$ cat config.mk
export PLATFORM = sky130hd
export DESIGN_NAME = pwm_slice
export DESIGN_NICKNAME = d
export VERILOG_FILES = /design/src/rtl/pwm_slice_pkg.sv /design/src/rtl/pwm_frac_div.sv /design/src/rtl/pwm_in_cond.sv /design/src/rtl/pwm_counter.sv /design/src/rtl/pwm_slice.sv
export SDC_FILE = /design/constraint.sdc
export NUM_CORES = 1
export LEC_CHECK = 0
export BUFFER_PORTS_ARGS = -buffer_cell sky130_fd_sc_hd__buf_2
export CAP_MARGIN = 20
export CORE_MARGIN = 2
export CORE_UTILIZATION = 45
export CTS_BUF_LIST = sky130_fd_sc_hd__clkbuf_4 sky130_fd_sc_hd__clkbuf_8
export DETAILED_ROUTE_END_ITERATION = 8
export GPL_ROUTABILITY_DRIVEN = 1
export HOLD_SLACK_MARGIN = 0.02
export PLACE_DENSITY = 0.58
export SETUP_SLACK_MARGIN = 0.4
export SLEW_MARGIN = 20
export SYNTH_ARGS = -nofsm -noshare
export SYNTH_HDL_FRONTEND = slang
export SYNTH_SLANG_ARGS = --single-unit
$ cat constraint.sdc
create_clock -name clk -period 8.05 [get_ports clk]
set_input_delay 1.61 -clock clk [delete_from_list [all_inputs] [get_ports clk]]
set_output_delay 1.61 -clock clk [all_outputs]
set_load 0.01 [all_outputs]
$ cat src/rtl/pwm_slice_pkg.sv
package pwm_slice_pkg;

  typedef enum logic [1:0] {
    CM_FREE = 2'd0,
    CM_GATE = 2'd1,
    CM_RISE = 2'd2,
    CM_FALL = 2'd3
  } cnt_mode_e;

  localparam int unsigned REG_CTRL = 0;
  localparam int unsigned REG_DIV  = 1;
  localparam int unsigned REG_CNT  = 2;
  localparam int unsigned REG_CMPA = 3;
  localparam int unsigned REG_CMPB = 4;
  localparam int unsigned REG_TOP  = 5;
  localparam int unsigned REG_IRQ  = 6;
  localparam int unsigned REG_STAT = 7;

  localparam int unsigned CB_RUN  = 0;
  localparam int unsigned CB_PC   = 1;
  localparam int unsigned CB_INVA = 2;
  localparam int unsigned CB_INVB = 3;
  localparam int unsigned CB_MODE = 4;
  localparam int unsigned CB_ADV  = 6;
  localparam int unsigned CB_RET  = 7;

endpackage

$ cat src/rtl/pwm_frac_div.sv
module pwm_frac_div #(
  parameter int IW = 8,
  parameter int FW = 4
) (
  input  logic          clk,
  input  logic          rst_n,
  input  logic          clr_i,
  input  logic          adv_i,
  input  logic [IW-1:0] int_i,
  input  logic [FW-1:0] frac_i,
  output logic          tick_o
);
  localparam int RW = IW + FW + 1;
  localparam int SW = RW + 1;

  logic [RW-1:0] ratio;
  logic [SW-1:0] acc_q, sum;

  // whole part 0 stands for the largest ratio
  assign ratio  = {int_i == '0, int_i, frac_i};
  assign sum    = acc_q + SW'(1 << FW);
  assign tick_o = adv_i && (sum >= {1'b0, ratio});

  always_ff @(posedge clk or negedge rst_n) begin
    if (!rst_n)     acc_q <= '0;
    else if (clr_i) acc_q <= '0;
    else if (adv_i) acc_q <= tick_o ? (sum - {1'b0, ratio}) : sum;
  end

  assert_div_spacing_R3: assert property (@(posedge clk) disable iff (!rst_n)
    (tick_o && ratio >= RW'(2 << FW)) |=> (ratio < RW'(2 << FW) || !tick_o));

endmodule

$ cat src/rtl/pwm_in_cond.sv
module pwm_in_cond import pwm_slice_pkg::*; (
  input  logic      clk,
  input  logic      rst_n,
  input  logic      b_i,
  input  cnt_mode_e mode_i,
  output logic      en_o
);
  logic s1_q, s2_q, sd_q;

  always_ff @(posedge clk or negedge rst_n) begin
    if (!rst_n) begin
      s1_q <= 1'b0;
      s2_q <= 1'b0;
      sd_q <= 1'b0;
    end else begin
      s1_q <= b_i;
      s2_q <= s1_q;
      sd_q <= s2_q;
    end
  end

  always_comb begin
    unique case (mode_i)
      CM_FREE: en_o = 1'b1;
      CM_GATE: en_o = s2_q;
      CM_RISE: en_o = s2_q && !sd_q;
      default: en_o = !s2_q && sd_q;
    endcase
  end

  assert_rise_single_R4: assert property (@(posedge clk) disable iff (!rst_n)
    (mode_i == CM_RISE && en_o) |=> (mode_i != CM_RISE || !en_o));
  assert_fall_single_R4: assert property (@(posedge clk) disable iff (!rst_n)
    (mode_i == CM_FALL && en_o) |=> (mode_i != CM_FALL || !en_o));

endmodule

$ cat src/rtl/pwm_counter.sv
module pwm_counter #(
  parameter int CW = 16
) (
  input  logic          clk,
  input  logic          rst_n,
  input  logic          run_i,
  input  logic          updown_i,
  input  logic          tick_i,
  input  logic          adv_req_i,
  input  logic          ret_req_i,
  input  logic          cnt_wr_i,
  input  logic [CW-1:0] cnt_wdata_i,
  input  logic [CW-1:0] top_i,
  output logic [CW-1:0] cnt_o,
  output logic          wrap_o
);
  logic [CW-1:0] cnt_q, cnt_nx;
  logic          down_q, down_nx, wrap_nx;
  logic          pend_adv_q, pend_ret_q, step;

  assign step = run_i && !cnt_wr_i && (tick_i ? !pend_ret_q : pend_adv_q);

  always_comb begin
    cnt_nx  = cnt_q;
    down_nx = down_q;
    wrap_nx = 1'b0;
    if (!updown_i) begin
      down_nx = 1'b0;
      if (cnt_q == top_i) begin
        cnt_nx  = '0;
        wrap_nx = 1'b1;
      end else begin
        cnt_nx = cnt_q + 1'b1;
      end
    end else if (!down_q) begin
      if (cnt_q >= top_i) down_nx = 1'b1;
      else                cnt_nx  = cnt_q + 1'b1;
    end else begin
      if (cnt_q == '0) begin
        down_nx = 1'b0;
        wrap_nx = 1'b1;
      end else begin
        cnt_nx = cnt_q - 1'b1;
      end
    end
  end

  assign wrap_o = step && wrap_nx;
  assign cnt_o  = cnt_q;

  always_ff @(posedge clk or negedge rst_n) begin
    if (!rst_n) begin
      cnt_q      <= '0;
      down_q     <= 1'b0;
      pend_adv_q <= 1'b0;
      pend_ret_q <= 1'b0;
    end else begin
      if (cnt_wr_i) begin
        cnt_q <= cnt_wdata_i;
      end else if (step) begin
        cnt_q  <= cnt_nx;
        down_q <= down_nx;
      end
      if (adv_req_i)             pend_adv_q <= 1'b1;
      else if (run_i && !tick_i) pend_adv_q <= 1'b0;
      if (ret_req_i)             pend_ret_q <= 1'b1;
      else if (run_i && tick_i)  pend_ret_q <= 1'b0;
    end
  end

  assert_wrap_zero_R1: assert property (@(posedge clk) disable iff (!rst_n)
    (step && !updown_i && cnt_q == top_i) |=> (cnt_q == '0));
  assert_pc_unit_step_R5: assert property (@(posedge clk) disable iff (!rst_n)
    (run_i && updown_i && !cnt_wr_i) |=>
      (cnt_q == $past(cnt_q) || cnt_q == CW'($past(cnt_q) + 1'b1) ||
       cnt_q == CW'($past(cnt_q) - 1'b1)));
  assert_retard_hold_R9: assert property (@(posedge clk) disable iff (!rst_n)
    (pend_ret_q && tick_i && run_i && !cnt_wr_i) |=> $stable(cnt_q));

endmodule

$ cat src/rtl/pwm_slice.sv
module pwm_slice import pwm_slice_pkg::*; #(
  parameter int CW  = 16,
  parameter int DIW = 8,
  parameter int DFW = 4,
  parameter int AW  = 3,
  parameter int DW  = 16
) (
  input  logic          clk,
  input  logic          rst_n,
  input  logic          wr_en,
  input  logic [AW-1:0] wr_addr,
  input  logic [DW-1:0] wr_data,
  input  logic          b_in,
  output logic          pwm_a,
  output logic          pwm_b,
  output logic [CW-1:0] cnt_o,
  output logic          irq
);
  localparam logic [CW-1:0] TOP_RST = {CW{1'b1}};

  logic wr_ctrl, wr_div, wr_cnt, wr_ca, wr_cb, wr_top, wr_irq, wr_stat;
  assign wr_ctrl = wr_en && wr_addr == AW'(REG_CTRL);
  assign wr_div  = wr_en && wr_addr == AW'(REG_DIV);
  assign wr_cnt  = wr_en && wr_addr == AW'(REG_CNT);
  assign wr_ca   = wr_en && wr_addr == AW'(REG_CMPA);
  assign wr_cb   = wr_en && wr_addr == AW'(REG_CMPB);
  assign wr_top  = wr_en && wr_addr == AW'(REG_TOP);
  assign wr_irq  = wr_en && wr_addr == AW'(REG_IRQ);
  assign wr_stat = wr_en && wr_addr == AW'(REG_STAT);

  logic           run_q, pc_q, inv_a_q, inv_b_q, ie_q, force_q, raw_q;
  cnt_mode_e      mode_q;
  logic [DIW-1:0] div_int_q;
  logic [DFW-1:0] div_frac_q;
  logic [CW-1:0]  top_pend_q, ca_pend_q, cb_pend_q;
  logic [CW-1:0]  top_act_q, ca_act_q, cb_act_q;
  logic           in_en, tick, wrap, load;

  always_ff @(posedge clk or negedge rst_n) begin
    if (!rst_n) begin
      run_q      <= 1'b0;
      pc_q       <= 1'b0;
      inv_a_q    <= 1'b0;
      inv_b_q    <= 1'b0;
      mode_q     <= CM_FREE;
      div_int_q  <= DIW'(1);
      div_frac_q <= '0;
      ie_q       <= 1'b0;
      force_q    <= 1'b0;
    end else begin
      if (wr_ctrl) begin
        run_q   <= wr_data[CB_RUN];
        pc_q    <= wr_data[CB_PC];
        inv_a_q <= wr_data[CB_INVA];
        inv_b_q <= wr_data[CB_INVB];
        mode_q  <= cnt_mode_e'(wr_data[CB_MODE +: 2]);
      end
      if (wr_div) begin
        div_frac_q <= wr_data[0 +: DFW];
        div_int_q  <= wr_data[DFW +: DIW];
      end
      if (wr_irq) begin
        ie_q    <= wr_data[0];
        force_q <= wr_data[1];
      end
    end
  end

  // compare and limit shadows: pending copy, working copy
  assign load = wrap || !run_q;

  always_ff @(posedge clk or negedge rst_n) begin
    if (!rst_n) begin
      top_pend_q <= TOP_RST;
      ca_pend_q  <= '0;
      cb_pend_q  <= '0;
      top_act_q  <= TOP_RST;
      ca_act_q   <= '0;
      cb_act_q   <= '0;
    end else begin
      if (wr_top) top_pend_q <= wr_data[CW-1:0];
      if (wr_ca)  ca_pend_q  <= wr_data[CW-1:0];
      if (wr_cb)  cb_pend_q  <= wr_data[CW-1:0];
      if (load) begin
        top_act_q <= top_pend_q;
        ca_act_q  <= ca_pend_q;
        cb_act_q  <= cb_pend_q;
      end
    end
  end

  always_ff @(posedge clk or negedge rst_n) begin
    if (!rst_n)                      raw_q <= 1'b0;
    else if (wrap)                   raw_q <= 1'b1;
    else if (wr_stat && wr_data[0])  raw_q <= 1'b0;
  end

  pwm_in_cond u_in_cond (
    .clk    (clk),
    .rst_n  (rst_n),
    .b_i    (b_in),
    .mode_i (mode_q),
    .en_o   (in_en)
  );

  pwm_frac_div #(.IW(DIW), .FW(DFW)) u_div (
    .clk    (clk),
    .rst_n  (rst_n),
    .clr_i  (wr_div),
    .adv_i  (run_q && in_en),
    .int_i  (div_int_q),
    .frac_i (div_frac_q),
    .tick_o (tick)
  );

  pwm_counter #(.CW(CW)) u_cnt (
    .clk         (clk),
    .rst_n       (rst_n),
    .run_i       (run_q),
    .updown_i    (pc_q),
    .tick_i      (tick),
    .adv_req_i   (wr_ctrl && wr_data[CB_ADV]),
    .ret_req_i   (wr_ctrl && wr_data[CB_RET]),
    .cnt_wr_i    (wr_cnt),
    .cnt_wdata_i (wr_data[CW-1:0]),
    .top_i       (top_act_q),
    .cnt_o       (cnt_o),
    .wrap_o      (wrap)
  );

  // B output keeps its compare even when the pin is used as an input
  assign pwm_a = (cnt_o < ca_act_q) ^ inv_a_q;
  assign pwm_b = (cnt_o < cb_act_q) ^ inv_b_q;
  assign irq   = (raw_q || force_q) && ie_q;

  assert_zero_duty_R2: assert property (@(posedge clk) disable iff (!rst_n)
    (ca_act_q == '0) |-> (pwm_a == inv_a_q));
  assert_shadow_hold_R6: assert property (@(posedge clk) disable iff (!rst_n)
    !load |=> ($stable(ca_act_q) && $stable(top_act_q)));
  assert_raw_clear_R7: assert property (@(posedge clk) disable iff (!rst_n)
    (wr_stat && wr_data[0] && !wrap) |=> !raw_q);
  assert_force_irq_R8: assert property (@(posedge clk) disable iff (!rst_n)
    (force_q && ie_q) |-> irq);
  assert_stop_hold_R10: assert property (@(posedge clk) disable iff (!rst_n)
    (!run_q && !wr_cnt) |=> $stable(cnt_o));

endmodule

==> summary.md <==
| Metric | Value |
|---|---|
| Vias per inst | 5.63 |
| Clock sinks | 153 |
| WL per Instance | 18.6 um |
| Top layer in use | met4 |
| Clock Skews | 0.0150 ns |
| DRT Pass-1 Iters | 5 |
| FILL cells | 1818 |
| Critical path's slowest cell | dfrtp_1 |
| Critical Path Sink Type | primary output |
| DRC violation total after the first TritonRoute iteration | 436 |
| Initial antenna violation count | 0 |
| Die area | 0.0209 mm^2 |
| Routed Antenna Nets | 0 |
| Synth Net Count | 954 |
| Die Y-Extent | 145 um |
| Met3 wire len | 645 um |
| Synth cell types | 70 |
| Min Tclk post-route | 4.92 ns |
| CP startpoint kind | flop |
| Nets | 985 |
| Yosys warning total | 0 |
| Initial core utilization | 45.8% |
| Kind of critical path | flop to primary output |
| Total core area | 0.0195 mm^2 |
| ANT cells | 0 |
| Vias in the first global route | 6464 |
| Register Area | 0.00387 mm^2 |
| Largest net degree at the start of global routing | 100 |
| Design Power | 3.45 mW |
| Deepest clock path buffer count | 2 |
| Crit path DAT | 3.31 ns |
| Residual DRC | 0 |
| Depth of the CTS H-tree | 4 |
| HP Class | flop to flop |
| Worst path max stage delay | 0.63 ns |
| Slew margin rel. | 30.5% |
| Setup TNS | 0 ns |
| Vias after detailed routing | 6624 |
| Leakage power | 4.34 nW |
| Endpoints failing hold | 0 |
| Gate Count Post-Synth | 867 |
| CTS tree | done |
| Worst-path cell chain | ha_1 > a21o_1 > a21o_1 > a21o_1 > a2111oi_0 > o211ai_1 > a31oi_1 > xor2_1 > buf_2 |
| First-pass GRT wire length | 35600 um |
| Synth top area cells | dfrtp_1 (34%), mux2_2 (11%), dfstp_2 (9.7%) |
| Number of synthesized flops with an enable pin | 0 |
| CP required | 6.44 ns |
| Synth Register Bits | 153 |
| Placer Congestion | 0.860 |
| Grt total ovfl | 0 |
| DPL Wire Length | 15400 um |
| Tightest Pin Transition | 1.04 ns |
| Final Cycle Share | 61.1% |
| Max-slew violation count | 0 |
| Area Growth Syn to Fin | 9.44% |
| Layout cell share with drive strength beyond 1 | 23.1% |
| Asr flop ratio synth | 100% |
| RSZ-0062 raised after global routing | no |
| Register area share after synthesis | 43.4% |
| CTS Hold Buffers Added | 0 |
| Footprint of the multi-input gates | 0.00461 mm^2 |
| PD cells | 354 mW/mm^2 |
| VDD IR max | 0.000180 V |
| Core Rows | 51 |
| Area share of the largest cell type after synthesis | 33.7% |
| Clock buffer count from CTS | 17 |
| Maxcap violations | 0 |
| Syn Area/Cell | 10.3 um^2 |
| # IOs | 42 |
| Largest fanout on the critical path | 14 |
| Commonest cells post-synth | dfrtp_1 (120), mux2_2 (84), inv_1 (78), nand2_1 (78), ha_1 (63) |
| Gr usage total | 22.5% |
| Setup repair bufs after CTS | 0 |
| Clk slew on worst S/H paths | 0.09 ns |
| Final wirelength | 21900 um |
| Count leader, synth | dfrtp_1 |
| Port Buffer Count | 41 |
| Die width | 145 um |
| Final-report setup violation count | 0 |
| CTS Root Cell | clkbuf_8 |
| CP most frequent cell | a21o_1 |
| Ys flop type | dfrtp_1 |
| M1 WL | 10300 um |
| Cell Area, Synth | 0.00891 mm^2 |
| Status | finished, final reports clean |
| Post-CTS sizing | 0 |
| Yosys top cell by area | dfrtp_1 |
| DR WL met2 | 10500 um |
| Clock Latency Late Sink | 0.46 ns |
| Max Fclk | 203 MHz |
-- report_power, final --
group / switching, mW / leakage [nW] / internal, mW / total [mW]
Clock: 0.309 / 0.204 / 0.290 / 0.599
Sequential: 0.245 / 1.79 / 1.04 / 1.29
Combinational: 0.860 / 2.34 / 0.707 / 1.57
-- critical path: cells and delay by family, from the launching register on --
kind | cells | cell delay [ns]
compound gates | 6 | 1.56
flops | 1 | 0.63
fa+ha+maj | 1 | 0.33
xor+xnor | 1 | 0.19
buf+inv | 1 | 0.15
-- registers in the layout (all words and copies together), names as in the netlist, 2 cells and up --
name and count:
u_div.acc_q 14, cb_pend_q 16, mode_q 2, ca_act_q 16, top_pend_q 16, u_cnt.cnt_o 16
cb_act_q 16, ca_pend_q 16, div_int_q 8, top_act_q 16, div_frac_q 4
-- routing by layer --
| metal | vias up | GRT usage (%) |
|---|---|---|
| li1 | 3205 | - |
| met1 | 3276 | 29.9 |
| met2 | 111 | 37.9 |
| met3 | 32 | 3.65 |
| met4 | 0 | 7.05 |
| met5 | - | 0 |
-- stage by stage --
step           instance area (um^2)  instances  setup WS, ns  hold WS [ns]  util (%)
4_1_cts                        9750       1176          3.06         0.369      50.1
3_5_place_dp                   9350       1144          3.54         0.346      48.0
2_1_floorplan                  8910        867          4.27         0.331         -
3_3_place_gp                   9350       1144          3.61         0.333      48.0
5_1_grt                        9750       1176          2.91         0.372      50.1
6_report                       9750       1176          3.13         0.368      50.1
-- path summary, 6_finish.rpt --
kind                                 from             end  depth (start not counted)  slack, ns
setup / recovery           u_cnt.cnt_o[9]           pwm_a                          9       3.13
hold / removal             u_in_cond.s1_q  u_in_cond.s2_q                          0       0.37
setup reg to reg           u_div.acc_q[4]     ca_act_q[6]                         14       3.57
hold reg to reg            u_in_cond.s1_q  u_in_cond.s2_q                          0       0.37
max in group asynchronous           rst_n     ca_act_q[5]                          2       5.53
min in group asynchronous           rst_n  u_cnt.cnt_o[0]                          1       1.27
-- layout by cell type, fill, tap and decap left out, types with 6 or more instances in the layout --
cell         n
nand4_1     18
o31ai_1      9
ha_1        63
nand2_1     78
mux2_2      84
nor4_1      10
and2_1      11
xnor2_1     12
nor2_1      32
o211ai_1     7
nand3_1     25
and3_1       9
a21oi_1     32
a211oi_1     9
clkbuf_8    18
a21o_1      18
a31oi_1     10
o21ai_0     38
mux2_1      20
nand2b_1     6
buf_2       40
a2111oi_0    6
o21a_1       6
dfstp_2     33
dfrtp_1    120
nor3_1      13
inv_1       78
-- area by class of cell --
cell class	count	area share [%]
clock buffer	19	2.62
sequential	153	39.7
clock inverter	13	1.48
multi-input combinational	602	47.3
inverter	78	3.00
tap	265	3.40
timing repair buffer	46	2.55
-- cell families after synthesis --
kind of cell / after synthesis / share of synthesized area, %
compound gates: 181 / 13.9
fa+ha+maj: 64 / 9.07
simple gates: 230 / 12.9
buf+inv: 112 / 5.07
xor+xnor: 18 / 1.85
flops: 153 / 43.4
mux: 109 / 13.7
Note: power is estimated with default switching activity, not from simulation.
